<file path="config.mk">
export PLATFORM = sky130hd
export DESIGN_NAME = dbgsr_top
export DESIGN_NICKNAME = d
export VERILOG_FILES = /design/src/rtl/dbgsr_pkg.sv /design/src/rtl/dbgsr_delay.sv /design/src/rtl/dbgsr_wdec.sv /design/src/rtl/dbgsr_top.sv
export SDC_FILE = /design/constraint.sdc
export NUM_CORES = 1
export LEC_CHECK = 0
export CORE_MARGIN = 5
export CORE_UTILIZATION = 44
export CTS_CLUSTER_DIAMETER = 100
export DETAILED_ROUTE_END_ITERATION = 10
export PLACE_DENSITY = 0.79
export REMOVE_ABC_BUFFERS = 1
export SETUP_SLACK_MARGIN = 0.2
export SYNTH_ARGS = -nofsm -noshare
export SYNTH_HDL_FRONTEND = slang
export SYNTH_SLANG_ARGS = --single-unit
</file>
<file path="constraint.sdc">
create_clock -name clk -period 1.7 [get_ports clk]
set_input_delay 0.34 -clock clk [delete_from_list [all_inputs] [get_ports clk]]
set_output_delay 0.34 -clock clk [all_outputs]
set_load 0.02 [all_outputs]
</file>
<file path="src/rtl/dbgsr_pkg.sv">
package dbgsr_pkg;
  localparam int EN_BIT  = 7;
  localparam int ACT_BIT = 6;
  localparam int TAG_BIT = 5;

  typedef struct packed {
    logic en;
    logic act;
    logic tag;
  } flags_t;

  function automatic flags_t unpack_status(input logic [7:0] b);
    flags_t f;
    f.en  = b[EN_BIT];
    f.act = b[ACT_BIT];
    f.tag = b[TAG_BIT];
    return f;
  endfunction

  function automatic logic [7:0] pack_status(input flags_t f);
    logic [7:0] b;
    b = '0;
    b[EN_BIT]  = f.en;
    b[ACT_BIT] = f.act;
    b[TAG_BIT] = f.tag;
    return b;
  endfunction

  function automatic int delay_cnt_w(input int dly);
    return (dly < 1) ? 1 : $clog2(dly + 1);
  endfunction
endpackage

</file>
<file path="src/rtl/dbgsr_delay.sv">
module dbgsr_delay #(
  parameter int DLY = 4
) (
  input  logic clk,
  input  logic rst,
  input  logic load,
  input  logic load_val,
  input  logic force_set,
  input  logic force_val,
  output logic eff,
  output logic pending,
  output logic apply
);
  localparam int CW = dbgsr_pkg::delay_cnt_w(DLY);

  logic [CW-1:0] cnt;
  logic          pend_val;

  assign pending = (cnt != '0);
  assign apply   = (cnt == CW'(1)) && !load && !force_set;

  always_ff @(posedge clk) begin
    if (rst) begin
      cnt      <= '0;
      pend_val <= 1'b0;
      eff      <= 1'b0;
    end else if (force_set) begin
      cnt <= '0;
      eff <= force_val;
    end else if (load) begin
      cnt      <= CW'(DLY);
      pend_val <= load_val;
    end else if (pending) begin
      cnt <= cnt - CW'(1);
      if (cnt == CW'(1)) eff <= pend_val;
    end
  end
endmodule

</file>
<file path="src/rtl/dbgsr_wdec.sv">
module dbgsr_wdec (
  input  logic        byte_wr,
  input  logic        byte_addr,
  input  logic [7:0]  byte_wdata,
  input  logic        word_wr,
  input  logic [15:0] word_wdata,
  output logic        instr_we,
  output logic [7:0]  instr_d,
  output logic        stat_we,
  output logic [7:0]  stat_d,
  output logic        via_word
);
  always_comb begin
    via_word = word_wr;
    if (word_wr) begin
      instr_we = 1'b1;
      instr_d  = word_wdata[15:8];
      stat_we  = 1'b1;
      stat_d   = word_wdata[7:0];
    end else begin
      instr_we = byte_wr && !byte_addr;
      instr_d  = byte_wdata;
      stat_we  = byte_wr && byte_addr;
      stat_d   = byte_wdata;
    end
  end
endmodule

</file>
<file path="src/rtl/dbgsr_top.sv">
module dbgsr_top #(
  parameter int ACT_DLY = 4,
  parameter int TAG_DLY = 16
) (
  input  logic        clk,
  input  logic        rst,
  input  logic        special_mode,
  input  logic        byte_wr,
  input  logic        byte_addr,
  input  logic [7:0]  byte_wdata,
  input  logic        word_wr,
  input  logic [15:0] word_wdata,
  input  logic        rd_addr,
  output logic [7:0]  rd_data,
  input  logic        dbg_enter,
  input  logic        tag_go,
  output logic        map_en,
  output logic        serial_en,
  output logic        tag_en,
  output logic        runaway_err
);
  import dbgsr_pkg::*;

  logic       instr_we, stat_we, via_word;
  logic [7:0] instr_d, stat_d;
  logic [7:0] instr_q;
  logic       en_q, act_q, tag_q;
  flags_t     wf, cur;

  // named internal events
  logic enter_evt, act_load, tag_load, tag_load_val, err_set;
  logic act_pend, act_apply, tag_pend, tag_apply;

  dbgsr_wdec u_wdec (
    .byte_wr   (byte_wr),
    .byte_addr (byte_addr),
    .byte_wdata(byte_wdata),
    .word_wr   (word_wr),
    .word_wdata(word_wdata),
    .instr_we  (instr_we),
    .instr_d   (instr_d),
    .stat_we   (stat_we),
    .stat_d    (stat_d),
    .via_word  (via_word)
  );

  assign wf           = unpack_status(stat_d);
  assign enter_evt    = dbg_enter && en_q;
  assign act_load     = stat_we && !enter_evt;
  assign tag_load     = (tag_go || stat_we) && !enter_evt;
  assign tag_load_val = tag_go ? 1'b1 : wf.tag;
  assign err_set      = stat_we && via_word && act_q && !wf.act && !enter_evt;

  always_ff @(posedge clk) begin
    if (rst) begin
      en_q        <= special_mode;
      act_q       <= 1'b0;
      tag_q       <= 1'b0;
      instr_q     <= '0;
      runaway_err <= 1'b0;
    end else begin
      if (instr_we) instr_q <= instr_d;
      if (stat_we)  en_q    <= wf.en;
      if (enter_evt)    act_q <= 1'b1;
      else if (stat_we) act_q <= wf.act;
      if (enter_evt)    tag_q <= 1'b0;
      else if (tag_go)  tag_q <= 1'b1;
      else if (stat_we) tag_q <= wf.tag;
      if (err_set) runaway_err <= 1'b1;
    end
  end

  dbgsr_delay #(.DLY(ACT_DLY)) u_act_dly (
    .clk      (clk),
    .rst      (rst),
    .load     (act_load),
    .load_val (wf.act),
    .force_set(enter_evt),
    .force_val(1'b1),
    .eff      (map_en),
    .pending  (act_pend),
    .apply    (act_apply)
  );

  dbgsr_delay #(.DLY(TAG_DLY)) u_tag_dly (
    .clk      (clk),
    .rst      (rst),
    .load     (tag_load),
    .load_val (tag_load_val),
    .force_set(enter_evt),
    .force_val(1'b0),
    .eff      (tag_en),
    .pending  (tag_pend),
    .apply    (tag_apply)
  );

  assign serial_en = !tag_en;

  always_comb begin
    cur.en  = en_q;
    cur.act = act_q;
    cur.tag = tag_q;
    rd_data = rd_addr ? pack_status(cur) : instr_q;
  end
endmodule

</file>
==> results of run 1 <==
-- routing by layer --
| layer | GRT usage | wire (um) | up-vias | share of wire |
|---|---|---|---|---|
| li1 | - | - | 580 | - |
| met1 | 0.195 | 1280 | 552 | 0.42 |
| met2 | 0.290 | 1550 | 36 | 0.50 |
| met3 | 0.0522 | 210 | 6 | 0.068 |
| met4 | 0.0663 | 41 | 0 | 0.013 |
| met5 | 0 | 0 | - | 0 |
-- cell type report --
type / count / area [um2] / share of cell area
multi-input combinational: 95 / 719 / 0.407
sequential: 24 / 490 / 0.277
timing repair buffer: 52 / 453 / 0.256
tap: 31 / 38.8 / 0.0219
clock buffer: 4 / 36.3 / 0.0205
inverter: 8 / 30.0 / 0.0170
-- what timing repair did --
action                                  CTS  global route
buffers inserted                          1             0
gates cloned                              0             0
hold buffers                              0             0
endpoints found under the setup margin   12            15
gates resized for setup                  26            20
pin swaps                                 0             0
-- final timing paths --
path / from / end / slack, ns
setup / recovery: en_q / rd_data[7] / 0.19
hold / removal: runaway_err / runaway_err / 0.48
setup reg to reg: u_tag_dly.cnt[1] / u_tag_dly.cnt[1] / 0.32
hold reg to reg: runaway_err / runaway_err / 0.48
-- kinds of logic (layout without fill, tap and decap cells) --
group / Yosys count / count (layout) / share of synthesized area
AOI/OAI and AO/OA: 30 / 30 / 0.174
muxes: 17 / 17 / 0.143
DFF: 24 / 24 / 0.397
xor gates and xnor gates: 2 / 2 / 0.0142
and+or+nand+nor: 41 / 41 / 0.171
buffers and inverters: 13 / 64 / 0.0496
adders and majority gates: 5 / 5 / 0.0507
-- layout by cell type (no fill, tap or decap), drive strengths merged, types with 7 or more instances in the layout --
cell and n:
clkdlybuf4s50 26, dfxtp 23, buf 17, nor2 14, mux2i 12, a211oi 12, clkbuf 8, nor2b 7
a21oi 7, inv 7
-- through the flow --
stage / cells / hold slack, ns
global route: 214 / 0.520
global placement: 209 / 0.457
finish: 214 / 0.480
floorplan: 127 / 0.409
CTS: 214 / 0.488
detailed placement: 209 / 0.455
-- critical path: cells and delay by family (launching register included) --
kind,cells,cell delay [ns]
multiplexers,1,0.28
buffers and inverters,1,0.13
flip-flops,1,0.44
-- power breakdown --
group	total (mW)	internal, mW	switching [mW]
registers	0.633	0.607	0.0269
logic	0.324	0.177	0.147
clock network	0.299	0.131	0.168
total	1.26	0.914	0.342
==> results.txt, run 1 <==
----------------------------------------------------
[Worst setup path]
  Largest fanout on the critical path ... 2
  CP Data Required Time ... 1.36 ns
  Critical Path, Cell by Cell ... mux2_4 > buf_6
  Delay contributed by the slowest stage of the critical path ... 0.44 ns
  Critical path startpoint category ... flop
  R2R cell count ... 5
  Category of the critical setup timing path ... reg2out
  Slowest cell on crit path ... sky130_fd_sc_hd__edfxtp_1
  Arr. time, crit path ... 1.17 ns
  Setup crit end kind ... primary output

[Layout]
  Final layout net count ... 222
  Registers with the highest flip-flop counts ... instr_q: 8 flops, u_tag_dly.cnt: 5 flops, u_act_dly.cnt: 3 flops
  Area delta synth->final ... 43.2%
  Flip-flop count of the largest register, all copies and words added ... 8
  Number of diodes ... 0
  Filler cell count in the final layout ... 216
  Fraction of final layout cells with drive strength greater than 1 ... 0.213
  Post-Route Utilization ... 0.647
  Final std cell area, no fill ... 0.00177 mm2
  Register ranked first by flip-flop count ... instr_q

[Status]
  Run status ... complete, no violations

[Timing]
  Post-Route Setup TNS ... 0 ns
  Post-route clock skew ... 0.00682 ns
  Actual slew at the worst max-slew pin ... 0.375 ns
  Fin. Hold Viols ... 0
  Max-slew headroom ... 0.746
  Final-report setup violation count ... 0
  Max-slew violation count ... 0
  RSZ-0062 raised after global routing ... true
  Share of the clock period used by the worst path ... 0.890
  F_max ... 0.661 GHz
  Post-layout minimum cycle time ... 1.51 ns
  Final worst slack ... 0.188 ns

[Placement]
  Placer congestion estimate ... 0.827
  Count of buffers from port buffering ... 39
  Pre-CTS setup slack ... -0.562 ns
  Standard cell area after detailed placement ... 0.00172 mm2
  DP HPWL ... 2.46 mm

[Yosys]
  Synth Register Bits ... 24
  Post-synth cell types ... 34
  Post-synth top area cell ... sky130_fd_sc_hd__dfxtp_1
  Most frequent cells after synthesis ... sky130_fd_sc_hd__dfxtp_1 (23), sky130_fd_sc_hd__nor2_1 (14), sky130_fd_sc_hd__mux2i_1 (12)
  Fraction of registers with async set/reset ... 0
  Synthesized netlist cell count ... 132
  Synth top area share ... 0.373
  Most frequent cell after synthesis ... sky130_fd_sc_hd__dfxtp_1
  Largest cells by area after synthesis ... sky130_fd_sc_hd__dfxtp_1 (37%), sky130_fd_sc_hd__mux2i_1 (9.7%), sky130_fd_sc_hd__a211oi_1 (6.7%), sky130_fd_sc_hd__ha_1 (5.1%), sky130_fd_sc_hd__mux2_2 (4.6%)
  Number of synthesized flops with an enable pin ... 1
  Post-Synthesis Cell Area ... 0.00123 mm2
  YS warnings ... 0
  Share of the yosys chip area belonging to registers ... 0.397
  Most used flip-flop cell after synthesis ... sky130_fd_sc_hd__dfxtp_1
  Synthesized area per cell ... 9.36 um2

[Power]
  Leakage ... 0.725 nW
  Pwr dens ... 711 mW/mm2
  Total power draw ... 1.26 mW
  Peak ir drop on the vdd network ... 565 uV

[GRT]
  Initial antenna violation count ... 0
  Global-route wire length before repair ... 5.60 mm
  Pin count of the biggest net entering global routing ... 17
  Total routing usage reported by global routing ... 0.170
  Vias in the first global route ... 1293
  Overall overflow remaining after global route ... 0

[Clock network]
  Source-to-sink clock delay at the later pin of the worst-skew pair ... 0.32 ns
  Htree depth ... 1
  Root buffer selected by CTS ... sky130_fd_sc_hd__clkbuf_4
  CTS tree ... yes
  Number of buffers on the longest clock path ... 2
  CTS sink count ... 24
  CTS clock-pin slew for the worst setup and hold paths ... 0.13 ns
  Cts bufs inserted ... 3

[Detailed routing]
  Post-route ant nets ... 0
  DRC violation count after routing ... 0
  Post-detailed-routing wire length ... 3.08 mm
  Average wire per standard cell ... 14.4 um
  1st-iter DRT viols ... 34
  Via count ... 1174
  Via density per instance ... 5.49
  Drt first pass iters ... 4

[Min path]
  Worst min path class ... reg2reg
  Hold Crit Depth ... 2

[Run]
  Number of maximum-capacitance constraint violations ... 0

[Floorplanning]
  Overall die height ... 63.0 um
  Core Rows ... 19
  Die width ... 63.0 um
  Effective utilization at floorplan ... 0.452
  Core footprint ... 0.00273 mm2
  Number of top-level pins ... 45
  Total Die Area ... 0.00397 mm2

----------------------------------------------------
No activity file was read; power rests on OpenSTA's default activity.
==> run 2: changes to the inputs <==
Settings changed: CTS_BUF_LIST set to sky130_fd_sc_hd__clkbuf_16.
==> results.txt, run 2 (synthesized netlist as in run 1, its figures left out) <==
----------------------------------------------------
[Placement]
  DP HPWL ... 2.46 mm
  Count of buffers from port buffering ... 39
  Standard cell area after detailed placement ... 0.00172 mm2
  Placer congestion estimate ... 0.827

[Floorplanning]
  Core footprint ... 0.00273 mm2
  Total Die Area ... 0.00397 mm2
  Effective utilization at floorplan ... 0.452
  Number of top-level pins ... 45
  Die width ... 63.0 um
  Core Rows ... 19
  Overall die height ... 63.0 um

[Worst setup path]
  Buffer and inverter count on the worst path ... 1
  Delay contributed by the slowest stage of the critical path ... 0.42 ns
  Arr. time, crit path ... 1.11 ns
  Worst reg-to-reg setup slack ... 0.33 ns
  Category of the critical setup timing path ... reg2out
  R2R cell count ... 5
  Critical path startpoint category ... flop
  Reg2reg start ... u_tag_dly.cnt[1]
  Setup crit end kind ... primary output
  Dominant delay contributor by cell family on the critical path ... flip-flops
  Critical Path, Cell by Cell ... mux2_2 > buf_2
  Critical R2R Capture ... u_tag_dly.cnt[1]
  Slowest cell on crit path ... sky130_fd_sc_hd__edfxtp_1
  CP Data Required Time ... 1.36 ns
  Largest fanout on the critical path ... 2

[Timing]
  Fin. Hold Viols ... 0
  Final-report setup violation count ... 0
  Hold slack ... 0.465 ns
  Max-slew headroom ... 0.748
  Post-Route Setup TNS ... 0 ns
  F_max ... 0.688 GHz
  Post-route clock skew ... 0.00181 ns
  Actual slew at the worst max-slew pin ... 0.372 ns
  Max-slew violation count ... 0
  Share of the clock period used by the worst path ... 0.855
  Post-layout minimum cycle time ... 1.45 ns
  RSZ-0062 raised after global routing ... true

[Layout]
  Number of diodes ... 0
  Flip-flop count of the largest register, all copies and words added ... 8
  Most used cells in the layout excluding fill and tap cells ... sky130_fd_sc_hd__clkdlybuf4s50_1 (24), sky130_fd_sc_hd__dfxtp_1 (23), sky130_fd_sc_hd__nor2_1 (14)
  Register ranked first by flip-flop count ... instr_q
  Filler cell count in the final layout ... 219
  Area taken by multi-input logic gates ... 731 um2
  Area delta synth->final ... 48.4%
  Registers with the highest flip-flop counts ... instr_q: 8 flops, u_tag_dly.cnt: 5 flops, u_act_dly.cnt: 3 flops
  Final std cell area, no fill ... 0.00183 mm2
  Fraction of final layout cells with drive strength greater than 1 ... 0.213
  Post-Route Utilization ... 0.670
  Sequential cell area ... 490 um2
  Final layout net count ... 222
  Most common cell after layout, fill and taps aside ... sky130_fd_sc_hd__clkdlybuf4s50_1

[Clock network]
  Cts bufs inserted ... 3
  Number of buffers on the longest clock path ... 2
  Htree depth ... 1
  Source-to-sink clock delay at the later pin of the worst-skew pair ... 0.26 ns
  CTS tree ... yes
  CTS Hold Buffers Added ... 0
  Root buffer selected by CTS ... sky130_fd_sc_hd__clkbuf_16
  CTS clock-pin slew for the worst setup and hold paths ... 0.06 ns
  CTS sink count ... 24

[Power]
  Peak ir drop on the vdd network ... 716 uV
  Pwr dens ... 803 mW/mm2
  Leakage ... 0.768 nW

[Detailed routing]
  Post-route ant nets ... 0
  Average wire per standard cell ... 14.9 um
  Post-detailed-routing wire length ... 3.19 mm
  DRC violation count after routing ... 0
  Via count ... 1167
  1st-iter DRT viols ... 29
  Drt first pass iters ... 4
  Via density per instance ... 5.45

[Min path]
  Worst min path class ... reg2reg
  Hold Crit Depth ... 2
  End point of the most critical hold path ... runaway_err
  Beginning of the worst hold path ... runaway_err

[GRT]
  Initial antenna violation count ... 0
  Pin count of the biggest net entering global routing ... 17
  Total routing usage reported by global routing ... 0.174
  Overall overflow remaining after global route ... 0
  Global-route wire length before repair ... 5.64 mm
  Vias in the first global route ... 1296

[Status]
  Run status ... complete, no violations

[Run]
  Number of maximum-capacitance constraint violations ... 0

----------------------------------------------------
run 2: worst max-delay path by stage:
stage,cells past startpoint,slack (ns),endpoint,start
2_1_floorplan,3,0.34,instr_q[0],byte_wr
3_3_place_gp,3,-0.53,rd_data[5],rd_addr
3_5_place_dp,3,-0.56,rd_data[5],rd_addr
4_1_cts,2,0.19,rd_data[5],tag_q
5_1_grt,4,0.20,u_tag_dly.cnt[0],byte_wr
6_report,2,0.25,rd_data[7],en_q
run 2: layout make-up:
class                           count  area share
Multi-Input combinational cell     95       0.399
Sequential cell                    24       0.268
Timing Repair Buffer               52       0.253
Clock buffer                        3      0.0410
Tap cell                           31      0.0212
Inverter                            8      0.0164
Clock inverter                      1     0.00205
run 2: power by group:
group | internal [mW] | switching, mW | total, mW
Sequential | 0.607 | 0.0282 | 0.635
Combinational | 0.175 | 0.150 | 0.325
Clock | 0.315 | 0.198 | 0.512
Total | 1.10 | 0.375 | 1.47
run 2: metrics by stage:
step | instances | setup WS (ns) | total power [mW]
floorplan | 127 | 0.335 | 0.796
global placement | 209 | -0.535 | 0.953
detailed placement | 209 | -0.562 | 0.966
CTS | 214 | 0.192 | 1.46
global route | 214 | 0.199 | 1.55
finish | 214 | 0.246 | 1.47
run 2: tightest hold or removal path, cell delays in order (launching register included):
cell and delay (ns):
sky130_fd_sc_hd__dfxtp_1 0.33, sky130_fd_sc_hd__nand2b_1 0.05, sky130_fd_sc_hd__o41ai_1 0.05
run 2: repair_timing:
item	in CTS	in global routing
setup endpoints to repair	12	17
resized for setup	21	20
setup buffers	1	0
run 2: per-layer routing:
layer,global-route usage,up-vias,share of wire
met3,0.0629,7,0.067
met1,0.191,534,0.41
met4,0.0769,0,0.019
met2,0.295,43,0.50
li1,-,583,-
met5,0,-,0
